`src/rtl/ep_irq_pkg.sv`:
```
package ep_irq_pkg;
  localparam int NUM_EP   = 4;
  localparam int STAT_W   = 8;
  localparam int B_XFER   = 0;
  localparam int B_DIS    = 1;
  localparam int B_TOUT   = 3;
  localparam int B_TOK    = 4;
  localparam int B_NAK    = 6;
  localparam int B_TXFE   = 7;
  localparam logic [STAT_W-1:0] STICKY_MASK = 8'b0101_1011;

  typedef struct packed {
    logic [NUM_EP-1:0] wrHit;
    logic [NUM_EP-1:0] rdSel;
    logic [STAT_W-1:0] clrBits;
  } ctlStrobes_t;
endpackage

```
`src/rtl/ep_irq_ctrl.sv`:
```
module ep_irq_ctrl
  import ep_irq_pkg::*;
#(
  parameter int AW = 12,
  parameter int DW = 32,
  parameter logic [AW-1:0] BASE = 12'h908,
  parameter logic [AW-1:0] STRIDE = 12'h020
) (
  input  logic [AW-1:0] busAddr,
  input  logic          busWe,
  input  logic [DW-1:0] busWdata,
  output ctlStrobes_t   strobes
);
  logic [DW-STAT_W-1:0] unusedHi;
  assign unusedHi = busWdata[DW-1:STAT_W];

  logic [NUM_EP-1:0] addrMatch;

  for (genvar n = 0; n < NUM_EP; n++) begin : g_dec
    localparam logic [AW-1:0] EP_ADDR = BASE + AW'(n) * STRIDE;
    assign addrMatch[n] = (busAddr == EP_ADDR);
  end

  always_comb begin
    strobes.rdSel   = addrMatch;
    strobes.wrHit   = busWe ? addrMatch : '0;
    strobes.clrBits = busWdata[STAT_W-1:0] & STICKY_MASK;
  end
endmodule

```
`src/rtl/ep_irq_dp.sv`:
```
module ep_irq_dp
  import ep_irq_pkg::*;
#(
  parameter int DW  = 32,
  parameter int CAP = 16,
  localparam int FW = $clog2(CAP + 1),
  localparam int HALF = CAP / 2
) (
  input  logic                 clk,
  input  logic                 rstN,
  input  ctlStrobes_t          strobes,
  input  logic [NUM_EP-1:0]    evXfer,
  input  logic [NUM_EP-1:0]    evDis,
  input  logic [NUM_EP-1:0]    evTout,
  input  logic [NUM_EP-1:0]    evTokEmpty,
  input  logic [NUM_EP-1:0]    evNakEff,
  input  logic [NUM_EP-1:0]    clrNak,
  input  logic [NUM_EP-1:0]    isCtrl,
  input  logic [NUM_EP-1:0]    isPeriodic,
  input  logic [NUM_EP-1:0]    epIntEn,
  input  logic [NUM_EP*FW-1:0] fifoFree,
  input  logic                 emptyLevelSel,
  output logic [DW-1:0]        rdData,
  output logic [NUM_EP-1:0]    epSum
);
  logic [STAT_W-1:0] stQ [NUM_EP];
  logic [STAT_W-1:0] statusW [NUM_EP];

  for (genvar n = 0; n < NUM_EP; n++) begin : g_ep
    logic [STAT_W-1:0] setVec, clrVec, stD;
    logic [FW-1:0]     freeN;
    logic              txfe;

    always_comb begin
      setVec = '0;
      setVec[B_XFER] = evXfer[n];
      setVec[B_DIS]  = evDis[n];
      setVec[B_TOUT] = evTout[n] & isCtrl[n];
      setVec[B_TOK]  = evTokEmpty[n] & ~isPeriodic[n];
      setVec[B_NAK]  = evNakEff[n];
      clrVec = strobes.wrHit[n] ? strobes.clrBits : '0;
      clrVec[B_NAK] = clrVec[B_NAK] | clrNak[n];
      stD = ((stQ[n] & ~clrVec) | setVec) & STICKY_MASK;
    end

    always_ff @(posedge clk or negedge rstN) begin
      if (!rstN) stQ[n] <= '0;
      else       stQ[n] <= stD;
    end

    assign freeN = fifoFree[n*FW +: FW];
    assign txfe  = emptyLevelSel ? (freeN >= FW'(CAP)) : (freeN >= FW'(HALF));

    always_comb begin
      statusW[n] = stQ[n];
      statusW[n][B_TXFE] = txfe;
    end

    assign epSum[n] = epIntEn[n] & (|stQ[n]);

    p_xfer_set_r2: assert property (@(posedge clk) disable iff (!rstN)
      evXfer[n] |=> stQ[n][B_XFER]);
    p_w1c_clear_r3: assert property (@(posedge clk) disable iff (!rstN)
      (strobes.wrHit[n] && strobes.clrBits[B_XFER] && !evXfer[n]) |=> !stQ[n][B_XFER]);
    p_set_wins_r4: assert property (@(posedge clk) disable iff (!rstN)
      (evNakEff[n] && clrNak[n]) |=> stQ[n][B_NAK]);
    p_tout_gate_r5: assert property (@(posedge clk) disable iff (!rstN)
      (!isCtrl[n] && !stQ[n][B_TOUT]) |=> !stQ[n][B_TOUT]);
    p_tok_gate_r6: assert property (@(posedge clk) disable iff (!rstN)
      (isPeriodic[n] && !stQ[n][B_TOK]) |=> !stQ[n][B_TOK]);
    p_nak_clear_r7: assert property (@(posedge clk) disable iff (!rstN)
      (clrNak[n] && !evNakEff[n]) |=> !stQ[n][B_NAK]);
  end

  always_comb begin
    rdData = '0;
    for (int n = 0; n < NUM_EP; n++)
      if (strobes.rdSel[n]) rdData = rdData | DW'(statusW[n]);
  end
endmodule

```
`src/rtl/ep_irq_agg.sv`:
```
module ep_irq_agg
  import ep_irq_pkg::*;
#(
  parameter int AW  = 12,
  parameter int DW  = 32,
  parameter int CAP = 16,
  localparam int FW = $clog2(CAP + 1)
) (
  input  logic                 clk,
  input  logic                 rstN,
  input  logic [NUM_EP-1:0]    evXfer,
  input  logic [NUM_EP-1:0]    evDis,
  input  logic [NUM_EP-1:0]    evTout,
  input  logic [NUM_EP-1:0]    evTokEmpty,
  input  logic [NUM_EP-1:0]    evNakEff,
  input  logic [NUM_EP-1:0]    clrNak,
  input  logic [NUM_EP-1:0]    isCtrl,
  input  logic [NUM_EP-1:0]    isPeriodic,
  input  logic [NUM_EP-1:0]    epIntEn,
  input  logic [NUM_EP*FW-1:0] fifoFree,
  input  logic                 emptyLevelSel,
  input  logic [AW-1:0]        busAddr,
  input  logic                 busWe,
  input  logic [DW-1:0]        busWdata,
  output logic [DW-1:0]        busRdata,
  output logic [NUM_EP-1:0]    allEpSum,
  output logic                 inEpIrq
);
  ctlStrobes_t strobes;

  ep_irq_ctrl #(.AW(AW), .DW(DW)) u_ctrl (
    .busAddr(busAddr), .busWe(busWe), .busWdata(busWdata), .strobes(strobes)
  );

  ep_irq_dp #(.DW(DW), .CAP(CAP)) u_dp (
    .clk(clk), .rstN(rstN), .strobes(strobes),
    .evXfer(evXfer), .evDis(evDis), .evTout(evTout),
    .evTokEmpty(evTokEmpty), .evNakEff(evNakEff), .clrNak(clrNak),
    .isCtrl(isCtrl), .isPeriodic(isPeriodic), .epIntEn(epIntEn),
    .fifoFree(fifoFree), .emptyLevelSel(emptyLevelSel),
    .rdData(busRdata), .epSum(allEpSum)
  );

  assign inEpIrq = |allEpSum;

  p_irq_falls_r9: assert property (@(posedge clk) disable iff (!rstN)
    (allEpSum == '0) |-> !inEpIrq);
endmodule

```
`config.mk`:
```
export PLATFORM = sky130hd
export DESIGN_NAME = ep_irq_agg
export DESIGN_NICKNAME = d
export VERILOG_FILES = /design/src/rtl/ep_irq_pkg.sv /design/src/rtl/ep_irq_ctrl.sv /design/src/rtl/ep_irq_dp.sv /design/src/rtl/ep_irq_agg.sv
export SDC_FILE = /design/constraint.sdc
export NUM_CORES = 1
export LEC_CHECK = 0
export ABC_AREA = 1
export BUFFER_PORTS_ARGS = -buffer_cell sky130_fd_sc_hd__buf_2
export CAP_MARGIN = 0
export CORE_MARGIN = 2
export CORE_UTILIZATION = 35
export DETAILED_ROUTE_END_ITERATION = 6
export GPL_TIMING_DRIVEN = 0
export PLACE_DENSITY = 0.83
export SLEW_MARGIN = 10
export SYNTH_ARGS = -nofsm -noshare
export SYNTH_HDL_FRONTEND = slang
export SYNTH_SLANG_ARGS = --single-unit
```
`constraint.sdc`:
```
create_clock -name clk -period 0.8 [get_ports clk]
set_clock_uncertainty 0.05 [all_clocks]
set_input_delay 0 -clock clk [delete_from_list [all_inputs] [get_ports clk]]
set_output_delay 0 -clock clk [all_outputs]
set_load 0.02 [all_outputs]
```
[Yosys cells after proc, flatten, opt, wreduce, memory -nomap -nowiden]
Index checks and enable logic that the tools add are counted.
Cells by class
  reduce and logical (&&, ||, !) cells: 5
  muxes and demuxes: 13
  magnitude comparators: 8
  bitwise logic cells: 35
  equality and inequality tests: 4
Operator list (number)
  two-way mux 32 bit: 3
  bitwise OR 32 x 8 -> 32 bit: 3
  == test 12 bit, second input constant: 4
  bitwise AND 7 bit: 4
  two-way mux 7 bit: 4
  inverter 7 bit: 4
  bitwise OR 7 bit: 4
  >= comparator 5 x 4 -> 1 bit, second input constant: 4
  >= comparator 5 bit, second input constant: 4
  OR reduction 5 bit: 4
  bitwise AND 1 bit: 12
  two-way mux 8 bit: 1
  two-way mux 1 bit: 4
  two-way mux 4 bit: 1
  inverter 1 bit: 4
  bitwise OR 1 bit: 4
  OR reduction 4 bit: 1
Word-level totals
  logic and storage cells: 69
  register bits: 20
  output and inout bits: 37

[Longest topological paths before layout]
Gate-level depths: netlist of run 1.
  depth in word-level cells: 9
  depth in mapped cells: 9
  gate-level depth less buffers: 8

[Modules after synthesis]
From an unflattened synthesis of run 1, not the netlist that was laid out.
Second synthesis, totals
  cells, all modules: 218
  area total of the unflattened synthesis: 1465.2 sq um
Modules (own cells, without submodules)
  ep_irq_dp: area each 1244.9 sq um, cells each 170, sequential area each 500.5 sq um, times used 1
  ep_irq_ctrl: area each 209.0 sq um, cells each 45, sequential area each 0.0 sq um, times used 1
  ep_irq_agg: area each 11.3 sq um, cells each 3, sequential area each 0.0 sq um, times used 1

[Least setup slack after synthesis of run 1]
Ideal clock, no wire load.
  path type: register to output
  from: register u_dp.stQ[19] in the netlist's numbering
  to: output port inEpIrq
  data required time: 750 ps
  arrival: 835 ps
  slack: -85 ps
  buffers on the path: 0
  cell stages (with the launch flop): 5
  cells stage by stage: dfrtp_1 > nor2_1 > nand3_1 > nand2_1 > nand4_1
Between the ends
  word-level cells in the longest chain between the ends: 3
Ends and longest elaborated chain
  start: declaration: line ep_irq_dp.sv:26  | logic [STAT_W-1:0] stQ [NUM_EP];
  start signal: indexed assignment: line ep_irq_dp.sv:48  | else stQ[n] <= stD;
  OR reduction 5 bit: line ep_irq_dp.sv:59  | assign epSum[n] = epIntEn[n] & (|stQ[n]);
  bitwise AND 1 bit: line ep_irq_dp.sv:59
  OR reduction 4 bit: line ep_irq_agg.sv:44  | assign inEpIrq = |allEpSum;
  end: declaration: line ep_irq_agg.sv:27  | output logic inEpIrq
Every way passes these cells.

[Worst setup path after layout of run 1]
  from: register u_dp.stQ[0] in the netlist's numbering
  to: output port inEpIrq
The elaborated chain is that of the path after synthesis.

==> impl_results.md, run 1 <==
* Failing checks: setup timing
* Die height at between 70 and 80 µm
* Total power per unit cell area at roughly 810 mW/mm²
* P&R area growth vs syn at 86.6%
* Initial antenna violation count at 0
* Synth Cell Area at ~0.0016 mm²
* GRT Util Overall at between 20% and 30%
* Initial Util at 37.0%
* TritonRoute pass-1 iters at 4
* Power consumption at around 2500 µW
* Synth Instances at 255
* Synth unique cells at 14
* Total Die Area at ~0.0052 mm²
* Biggest register: u_dp.stQ
* Critical path endpoint category: primary output
* Clk sinks at 20
* CTS tree: yes
* Core ar. at about 0.0044 mm²
* Startpoint types: register
* Average size of a mapped cell at between 6 and 7 µm²
* YS warnings at 0
* Placed cells at 406
* Vias/cell at around 4.5
* Global-route wire length before repair at around 8600 µm
* CTS root buffer: clkbuf_8
* H-tree depth at 1
* Setup TNS at -5.70 ns
* Worst VDD drop at between 600 and 700 µV
* Max Transition Viols Final at 0
* Max reg flops at 20
* Die X at 72.4 µm
* PortBufs at 74
* DRC at 0
* Crit path max fanout at 2
* Status: finished with violations
* CTS max path bufs at 2
* Critical path class: register to primary output
* Largest net degree at the start of global routing at 21
* Setup ws final at -0.531 ns
* Commonest non-fill, non-tap cell in the layout: nand2_1
* Place WS at -0.368 ns
* Max incr delay on CP at 0.40 ns
* Final setup violation count at 27
* Critical path, cell by cell: nor2_1 -> nand3_1 -> nand2_1 -> nand4_1 -> buf_4
* Most frequent cells in the layout: nand2_1, buf_2, inv_1, buf_6, buf_4
* Critical path required time at about 0.75 ns
* Minimum clock period at ~1.3 ns
* Final Non-Filler Cells at 468
* Share of cells above drive strength 1 at between 40% and 50%
* Unrepaired setup endpoints after global routing: yes
* WL final at 5840 µm
* Filler cell count at between 300 and 400
* DR vias at about 2.1k
* Final hold vios at 0
* Io pins at around 140
* Final ANT Viol Nets at 0
* Post-DP HPWL at ~3700 µm
* NumNets Final at 522
* Top cell type by total area after synthesis: dfrtp_1
* Vias in the first global route at approximately 2k
* CP arrival at about 1.3 ns
* Wire per inst at approximately 12 µm
* LEAKAGE at about 0.0017 µW
* Initial drt markers at 105
* Fmax at ~750 MHz
* Insertion delay to the later sink of the worst-skew pair at 0.25 ns
* FP Rows at 24
* #FFs+latches synth at 20
* Congestion Overflow GR at 0
* GPL Wtd Cong at between 0.8 and 0.9
* Max Cap Viol at 0
* Largest cells by area after synthesis: dfrtp_1, nand2_1, buf_4
* Top Registers: u_dp.stQ (20)
* Inserted Clock Buffers at 3
* Worst-path clk slew at about 0.070 ns
* Post-route clock period utilization at 166%
* Sequential-to-total area share from yosys stat at between 30% and 40%
* Area share of the largest cell type after synthesis at a little under a third
* Critical Path Slowest Stage Cell: dfrtp_1
* N_diodes at 0
* Hold crit path type: primary input to register
## per-layer routing
| layer | vias to the layer above | share of wire, % | track usage (%) |
|---|---|---|---|
| li1 | 1056 | - | - |
| met1 | 948 | 38 | 24.0 |
| met2 | 105 | 53 | 39.7 |
| met3 | 6 | 8.7 | 3.33 |
| met4 | 0 | 0.98 | 4.61 |
| met5 | - | 0 | 0 |
## cell type report
cell class | instances | area, µm² | share of cell area (%)
well taps | 52 | 65.1 | 2.13
clock buffers | 3 | 41.3 | 1.35
inverters | 48 | 180 | 5.90
flip-flops and latches | 20 | 500 | 16.4
multi-input cells | 177 | 935 | 30.6
repair buffers | 134 | 1060 | 34.6
plain buffers | 34 | 273 | 8.94
## cells by family after synthesis
| kind of cell | after synthesis | synth area share [%] |
|---|---|---|
| DFF | 20 | 30.6 |
| buffers and inverters | 83 | 27.3 |
| AOI/OAI and AO/OA | 4 | 1.84 |
| and+or+nand+nor | 147 | 40.0 |
| other | 1 | 0.229 |
## where the power goes
| group | internal (µW) | total, µW | switching, µW |
|---|---|---|---|
| Combinational | 400 | 781 | 381 |
| Sequential | 1020 | 1030 | 10.4 |
| Clock | 335 | 651 | 316 |
| Total | 1760 | 2470 | 708 |
## cell usage after synthesis
| library cell | number |
|---|---|
| nor2_1 | 19 |
| buf_4 | 29 |
| nand2_2 | 1 |
| nand3_1 | 28 |
| buf_2 | 3 |
| nor2_4 | 1 |
| conb_1 | 1 |
| nand2_1 | 75 |
| buf_6 | 3 |
| o21bai_1 | 4 |
| nor2_2 | 2 |
| inv_1 | 48 |
| nand4_1 | 21 |
| dfrtp_1 | 20 |
## critical path, delay by kind of cell (launching register included)
family	cells	cell delay [ns]
buffers and inverters	1	0.18
AND/OR/NAND/NOR	4	0.45
flip-flops	1	0.40
## worst paths after layout
path | startpoint | to | slack (ns) | cells past startpoint
hold reg to reg | u_dp.stQ[8] | u_dp.stQ[8] | 0.49 | 2
setup reg to reg | u_dp.stQ[28] | u_dp.stQ[28] | -0.09 | 4
min in group asynchronous | rstN | u_dp.stQ[4] | 0.18 | 2
hold / removal | busWdata[6] | u_dp.stQ[30] | 0.02 | 4
setup / recovery | u_dp.stQ[0] | inEpIrq | -0.53 | 5
max in group asynchronous | rstN | u_dp.stQ[14] | 0.21 | 2
## through the flow
step / hold WS [ns] / cell area [µm²] / utilization, %
2_1_floorplan: -0.346 / 1750 / -
3_3_place_gp: -0.0818 / 2180 / 49.5
3_5_place_dp: -0.0784 / 2180 / 49.5
4_1_cts: 0.0235 / 2860 / 64.7
5_1_grt: 0.0392 / 3050 / 69.1
6_report: 0.0250 / 3050 / 69.1
## timing repair
action / CTS / global route
hold buffers: 33 / 0
gates cloned: 2 / 1
resized for setup: 51 / 45
buffers inserted: 18 / 9
hold endpoints to repair: 40 / 0
pin swaps: 19 / 29
setup endpoints to repair: 15 / 30
Power figures use the tool's default switching activity.
==> run 2, diff against run 1 <==
--- a/config.mk
+++ b/config.mk
@@ -13,6 +13,7 @@
 export DETAILED_ROUTE_END_ITERATION = 6
 export GPL_TIMING_DRIVEN = 0
 export PLACE_DENSITY = 0.83
+export REMOVE_ABC_BUFFERS = 1
 export SLEW_MARGIN = 10
 export SYNTH_ARGS = -nofsm -noshare
 export SYNTH_HDL_FRONTEND = slang
==> impl_results.md, run 2 (synthesis results as in run 1) <==
* Register-to-register setup slack at -0.06 ns (was -0.09 ns)
* Vias in the first global route at 2,249 (was 2,034)
* Core ar. at 0.00441 mm² (unchanged)
* Most frequent cells in the layout: nand2_1, buf_2, inv_1, buf_6, dlygate4sd3_1 (was nand2_1, buf_2, inv_1, buf_6, buf_4)
* WL final at 7460 µm (was 5840 µm)
* Post-route clock period utilization at 168% (was 166%)
* WP buf/inv at 1 (unchanged)
* Clock power share at 35.7% (was 26.4%)
* Initial antenna violation count at 0 (unchanged)
* Worst-path clk slew at 0.08 ns (was 0.07 ns)
* Initial drt markers at 213 (was 105)
* Max reg flops at 20 (unchanged)
* Critical path depth in cells at 5 (unchanged)
* LEAKAGE at 0.00161 µW (was 0.00166 µW)
* Vias/cell at 5.16 (was 4.52)
* Total Die Area at 0.00524 mm² (unchanged)
* N_diodes at 0 (unchanged)
* Minimum clock period at 1.35 ns (was 1.33 ns)
* GPL Wtd Cong at 0.846 (about the same)
* Top Registers: u_dp.stQ (20) (unchanged)
* Global-route wire length before repair at 10,200 µm (was 8620 µm)
* Unrepaired setup endpoints after global routing: yes (unchanged)
* Wire per inst at 16.4 µm (was 12.5 µm)
* Critical path required time at 0.75 ns (about the same)
* NumNets Final at 508 (was 522)
* Crit-path leading delay family: simple AND/OR/NAND/NOR gates (unchanged)
* Post-DP HPWL at 3160 µm (was 3690 µm)
* Initial Util at 37.0% (unchanged)
* Sw frac at 28.4% (was 28.7%)
* Combinational Power Share at 28.8% (was 31.7%)
* Hold depth at 4 (unchanged)
* CTS tree: yes (unchanged)
* Io pins at 141 (unchanged)
* Congestion Overflow GR at 0 (unchanged)
* Worst hold slack at 0.0280 ns (was 0.0250 ns)
* Failing checks: setup timing (unchanged)
* Commonest non-fill, non-tap cell in the layout: nand2_1 (unchanged)
* CTS max path bufs at 2 (unchanged)
* FP Rows at 24 (unchanged)
* Critical path, cell by cell: nor2_2 -> nand3_2 -> nand2_2 -> nand4_1 -> buf_4 (was nor2_1 -> nand3_1 -> nand2_1 -> nand4_1 -> buf_4)
* DR vias at 2,350 (was 2,115)
* P&R area growth vs syn at 91.1% (was 86.6%)
* Inserted Clock Buffers at 3 (unchanged)
* Critical path endpoint category: primary output (unchanged)
* TritonRoute pass-1 iters at 7 (was 4)
* Setup ws final at -0.546 ns (was -0.531 ns)
* Worst VDD drop at 844 µV (was 615 µV)
* Largest net degree at the start of global routing at 21 (unchanged)
* Share of cells above drive strength 1 at 43.2% (was 44.7%)
* Power consumption at 2910 µW (was 2470 µW)
* Int Pwr at 2080 µW (was 1760 µW)
* Max incr delay on CP at 0.41 ns (was 0.40 ns)
* Final ANT Viol Nets at 0 (unchanged)
* Critical Path Slowest Stage Cell: dfrtp_1 (unchanged)
* PortBufs at 75 (was 74)
* GRT Util Overall at 25.0% (was 20.8%)
* Crit path max fanout at 2 (unchanged)
* Fmax at 743 MHz (was 752 MHz)
* Hold crit path type: primary input to register (unchanged)
* Max Transition Viols Final at 0 (unchanged)
* DRC at 0 (unchanged)
* Net load switching power at 825 µW (was 708 µW)
* H-tree depth at 1 (unchanged)
* Max Cap Viol at 0 (unchanged)
* Die X at 72.4 µm (unchanged)
* Final hold vios at 0 (unchanged)
* Sequential power share at 35.5% (was 41.9%)
* Final setup violation count at 28 (was 27)
* Clk sinks at 20 (unchanged)
* CP arrival at 1.30 ns (was 1.28 ns)
* Startpoint types: register (unchanged)
* R2R cell count at 3 (was 4)
* Total power per unit cell area at 930 mW/mm² (was 808 mW/mm²)
* Critical path class: register to primary output (unchanged)
* Insertion delay to the later sink of the worst-skew pair at 0.26 ns (was 0.25 ns)
* Biggest register: u_dp.stQ (unchanged)
* CTS root buffer: clkbuf_8 (unchanged)
* Die height at 72.4 µm (unchanged)
* Status: finished with violations (unchanged)
-- run 2: cell count changes in the layout (fill, tap and decap cells not counted), moves of 3 or more --
cell,delta
buf_8,+3
nand2_2,-5
buf_2,-6
buf_12,+3
nor2_4,+13
inv_1,-3
nor2_2,-5
nand2_4,+3
buf_4,-20
-- run 2: worst min-delay path, cell delays in order --
cell and delay, ns:
buf_2 0.13, nand4_1 0.09, nand2_1 0.05, nand2_1 0.05
-- run 2: layout make-up --
type                    instances  area [µm²]
fillers                       309        1290
repair buffers                147        1240
multi-input cells             184        1060
flip-flops and latches         20         500
inverters                      48         183
well taps                      52        65.1
clock buffers                   3        41.3
clock inverters                 1        30.0
-- run 2: path summary, 6_finish.rpt --
path                              startpoint      endpoint
worst max-delay path             u_dp.stQ[4]       inEpIrq
worst min-delay path             busWdata[0]   u_dp.stQ[0]
worst max register to register  u_dp.stQ[11]  u_dp.stQ[11]
worst min register to register   u_dp.stQ[0]   u_dp.stQ[0]
max in group asynchronous               rstN  u_dp.stQ[17]
min in group asynchronous               rstN  u_dp.stQ[11]
-- run 2: per-stage QoR --
| step | worst slack [ns] | std cells | util, % | area (µm²) | setup TNS (ns) |
|---|---|---|---|---|---|
| 2_1_floorplan | -0.296 | 245 | - | 1460 | -6.20 |
| 3_3_place_gp | -0.679 | 372 | 43.1 | 1900 | -14.40 |
| 3_5_place_dp | -0.709 | 372 | 43.1 | 1900 | -15.20 |
| 4_1_cts | -0.474 | 444 | 64.8 | 2860 | -4.54 |
| 5_1_grt | -0.601 | 455 | 70.8 | 3130 | -9.63 |
| 6_report | -0.546 | 455 | 70.8 | 3130 | -8.69 |
-- run 2: what timing repair did --
item / 4_1_cts / 5_1_grt
gates cloned: 8 / 0
hold buffers: 33 / 0
endpoints found under the hold margin: 40 / 0
gates resized for setup: 67 / 58
endpoints found under the setup margin: 27 / 30
pin swaps: 33 / 41
setup buffers: 31 / 13
-- run 2: layer usage --
metal	up-vias	share of wire, %	GRT usage, %
met5	-	0	0
li1	1037	-	-
met1	1052	33	27.5
met4	0	5.9	12.2
met2	214	50	46.1
met3	47	11	4.03
-- run 2: power groups by stage --
stage	clock, µW	combinational [µW]	sequential (µW)
final	1040	837	1030
after global routing	1090	894	1030
after CTS	1030	748	1030
after detailed placement	0	462	1050
after global placement	0	456	1050
after floorplan	0	230	1050
==> run 3, diff against run 2 <==
--- a/config.mk
+++ b/config.mk
@@ -12,7 +12,7 @@
 export CORE_UTILIZATION = 35
 export DETAILED_ROUTE_END_ITERATION = 6
 export GPL_TIMING_DRIVEN = 0
-export PLACE_DENSITY = 0.83
+export PLACE_DENSITY = 0.86
 export REMOVE_ABC_BUFFERS = 1
 export SLEW_MARGIN = 10
 export SYNTH_ARGS = -nofsm -noshare
==> impl_results.md, run 3 (synthesis results as in run 1) <==
* Setup ws final at -0.534 ns (was -0.546 ns)
* WL met3 at 696 µm (was 816 µm)
* N_diodes at 0 (unchanged)
* Routed wl met2 at 3260 µm (was 3710 µm)
* RR Startpoint: u_dp.stQ[4] (was u_dp.stQ[11])
* Metal-1 WL at 2350 µm (was 2490 µm)
* Insertion delay to the later sink of the worst-skew pair at 0.26 ns (about the same)
* Post-route clock period utilization at 167% (was 168%)
* Final ANT Viol Nets at 0 (unchanged)
* Crit path max fanout at 2 (unchanged)
* Critical path required time at 0.75 ns (about the same)
* Filler cell count at 315 (was 309)
* Total Die Area at 0.00524 mm² (unchanged)
* GPL Wtd Cong at 0.782 (was 0.846)
* Vias in the first global route at 2,100 (was 2,249)
* WP buf/inv at 1 (unchanged)
* Fmax at 750 MHz (was 743 MHz)
* Unrepaired setup endpoints after global routing: yes (unchanged)
* Worst VDD drop at 630 µV (was 844 µV)
* WL final at 6620 µm (was 7460 µm)
* Most frequent cells in the layout: nand2_1, buf_2, inv_1, dlygate4sd3_1, buf_6 (was nand2_1, buf_2, inv_1, buf_6, dlygate4sd3_1)
* Clk sinks at 20 (unchanged)
* Max incr delay on CP at 0.40 ns (was 0.41 ns)
* Max Cap Viol at 0 (unchanged)
* CTS root buffer: clkbuf_8 (unchanged)
* NumNets Final at 495 (was 508)
* CTS max path bufs at 2 (unchanged)
* Highest routed layer: met4 (unchanged)
* Top Registers: u_dp.stQ (20) (unchanged)
* H-tree depth at 1 (unchanged)
* Max Transition Viols Final at 0 (unchanged)
* Worst-path clk slew at 0.08 ns (about the same)
* Global-route wire length before repair at 9830 µm (was 10,200 µm)
* Failing checks: setup timing (unchanged)
* Placed instance area at 0.00190 mm² (unchanged)
* Final hold vios at 0 (unchanged)
* Max reg flops at 20 (unchanged)
* Final Non-Filler Cells at 441 (was 455)
* Commonest non-fill, non-tap cell in the layout: nand2_1 (unchanged)
* Die X at 72.4 µm (unchanged)
* Placed cells at 372 (unchanged)
* LEAKAGE at 0.00150 µW (was 0.00161 µW)
* Congestion Overflow GR at 0 (unchanged)
* Worst flop-to-flop path endpoint: u_dp.stQ[4] (was u_dp.stQ[11])
* Core ar. at 0.00441 mm² (unchanged)
* Hold endpoint: u_dp.stQ[22] (was u_dp.stQ[0])
* DRC at 0 (unchanged)
* Wire per inst at 15.0 µm (was 16.4 µm)
* Register-to-register setup slack at -0.03 ns (was -0.06 ns)
* Crit-path leading delay family: simple AND/OR/NAND/NOR gates (unchanged)
* Initial Util at 37.0% (unchanged)
* Critical path endpoint category: primary output (unchanged)
* TritonRoute pass-1 iters at 5 (was 7)
* Io pins at 141 (unchanged)
* PortBufs at 75 (unchanged)
* Critical path, cell by cell: nor2_1 -> nand3_1 -> nand2_2 -> nand4_1 -> buf_4 (was nor2_2 -> nand3_2 -> nand2_2 -> nand4_1 -> buf_4)
* Hold Crit Start: busWdata[6] (was busWdata[0])
* Vias/cell at 5.14 (was 5.16)
* Startpoint types: register (unchanged)
* Hold depth at 4 (unchanged)
* Biggest register: u_dp.stQ (unchanged)
* Inserted Clock Buffers at 3 (unchanged)
* CP arrival at 1.28 ns (was 1.30 ns)
* Final core occ at 66.7% (was 70.8%)
* Die height at 72.4 µm (unchanged)
* Initial antenna violation count at 0 (unchanged)
* Initial drt markers at 224 (was 213)
* CTS tree: yes (unchanged)
* DR vias at 2,265 (was 2,350)
* Status: finished with violations (unchanged)
* P&R area growth vs syn at 80.1% (was 91.1%)
* Final setup violation count at 27 (was 28)
* Post-route design area at 0.00295 mm² (was 0.00313 mm²)
* Power consumption at 2510 µW (was 2910 µW)
* FP Rows at 24 (unchanged)
* Minimum clock period at 1.33 ns (was 1.35 ns)
* Hold crit path type: primary input to register (unchanged)
* Share of cells above drive strength 1 at 42.2% (was 43.2%)
* R2R cell count at 3 (unchanged)
* Largest net degree at the start of global routing at 21 (unchanged)
* GRT Util Overall at 24.2% (was 25.0%)
* Post-DP HPWL at 3100 µm (was 3160 µm)
* Critical path class: register to primary output (unchanged)
* Critical Path Slowest Stage Cell: dfrtp_1 (unchanged)
* Total power per unit cell area at 854 mW/mm² (was 930 mW/mm²)
[run 3: changes by cell type in the layout (fill, tap and decap cells not counted), sizes merged]
cell    previous run  this run
buf              114       100
bufinv             1         0
nor2              29        30
[run 3: worst max-delay path by stage]
stage / start / endpoint / depth (start not counted)
after floorplan: busAddr[9] / busRdata[0] / 7
after global placement: busAddr[9] / busRdata[0] / 9
after detailed placement: busAddr[9] / busRdata[0] / 9
after CTS: u_dp.stQ[19] / inEpIrq / 5
after global routing: u_dp.stQ[27] / inEpIrq / 5
final: u_dp.stQ[27] / inEpIrq / 5
[run 3: worst min-delay path: stages]
cell	delay (ns)
buf_2	0.13
nand4_1	0.09
nand2_1	0.04
nand2_1	0.04
[run 3: per-stage QoR]
step | worst slack, ns | TNS, ns | hold slack (ns)
2_1_floorplan | -0.296 | -6.20 | -0.346
3_3_place_gp | -0.656 | -14.07 | -0.0876
3_5_place_dp | -0.684 | -14.82 | -0.0817
4_1_cts | -0.462 | -4.13 | 0.0186
5_1_grt | -0.585 | -7.50 | 0.0474
6_report | -0.534 | -6.34 | 0.0137
[run 3: cell type report]
type                            instances  area (µm²)  area share [%]
Clock buffer                            3        41.3            1.40
Inverter                               48         185            6.29
Multi-Input combinational cell        185        1080            36.8
Sequential cell                        20         500            17.0
Tap cell                               52        65.1            2.21
Timing Repair Buffer                  133        1070            36.3
[run 3: repair_timing]
item | 4_1_cts | 5_1_grt
buffers inserted | 24 | 5
gates cloned | 8 | 0
hold buffers | 33 | 0
endpoints found under the setup margin | 27 | 31
pin swaps | 31 | 32
hold endpoints to repair | 40 | 0
gates resized for setup | 72 | 45
[run 3: routing by layer]
| metal | vias up | GRT usage, % |
|---|---|---|
| li1 | 1017 | - |
| met1 | 996 | 28.6 |
| met2 | 206 | 42.5 |
| met5 | - | 0 |
| met3 | 46 | 4.44 |
| met4 | 0 | 11.1 |
[run 3: power breakdown]
part	internal [µW]	leakage (µW)	switching (µW)
registers	1020	0.000183	8.13
clock network	336	0.0000216	348
logic	360	0.00129	438
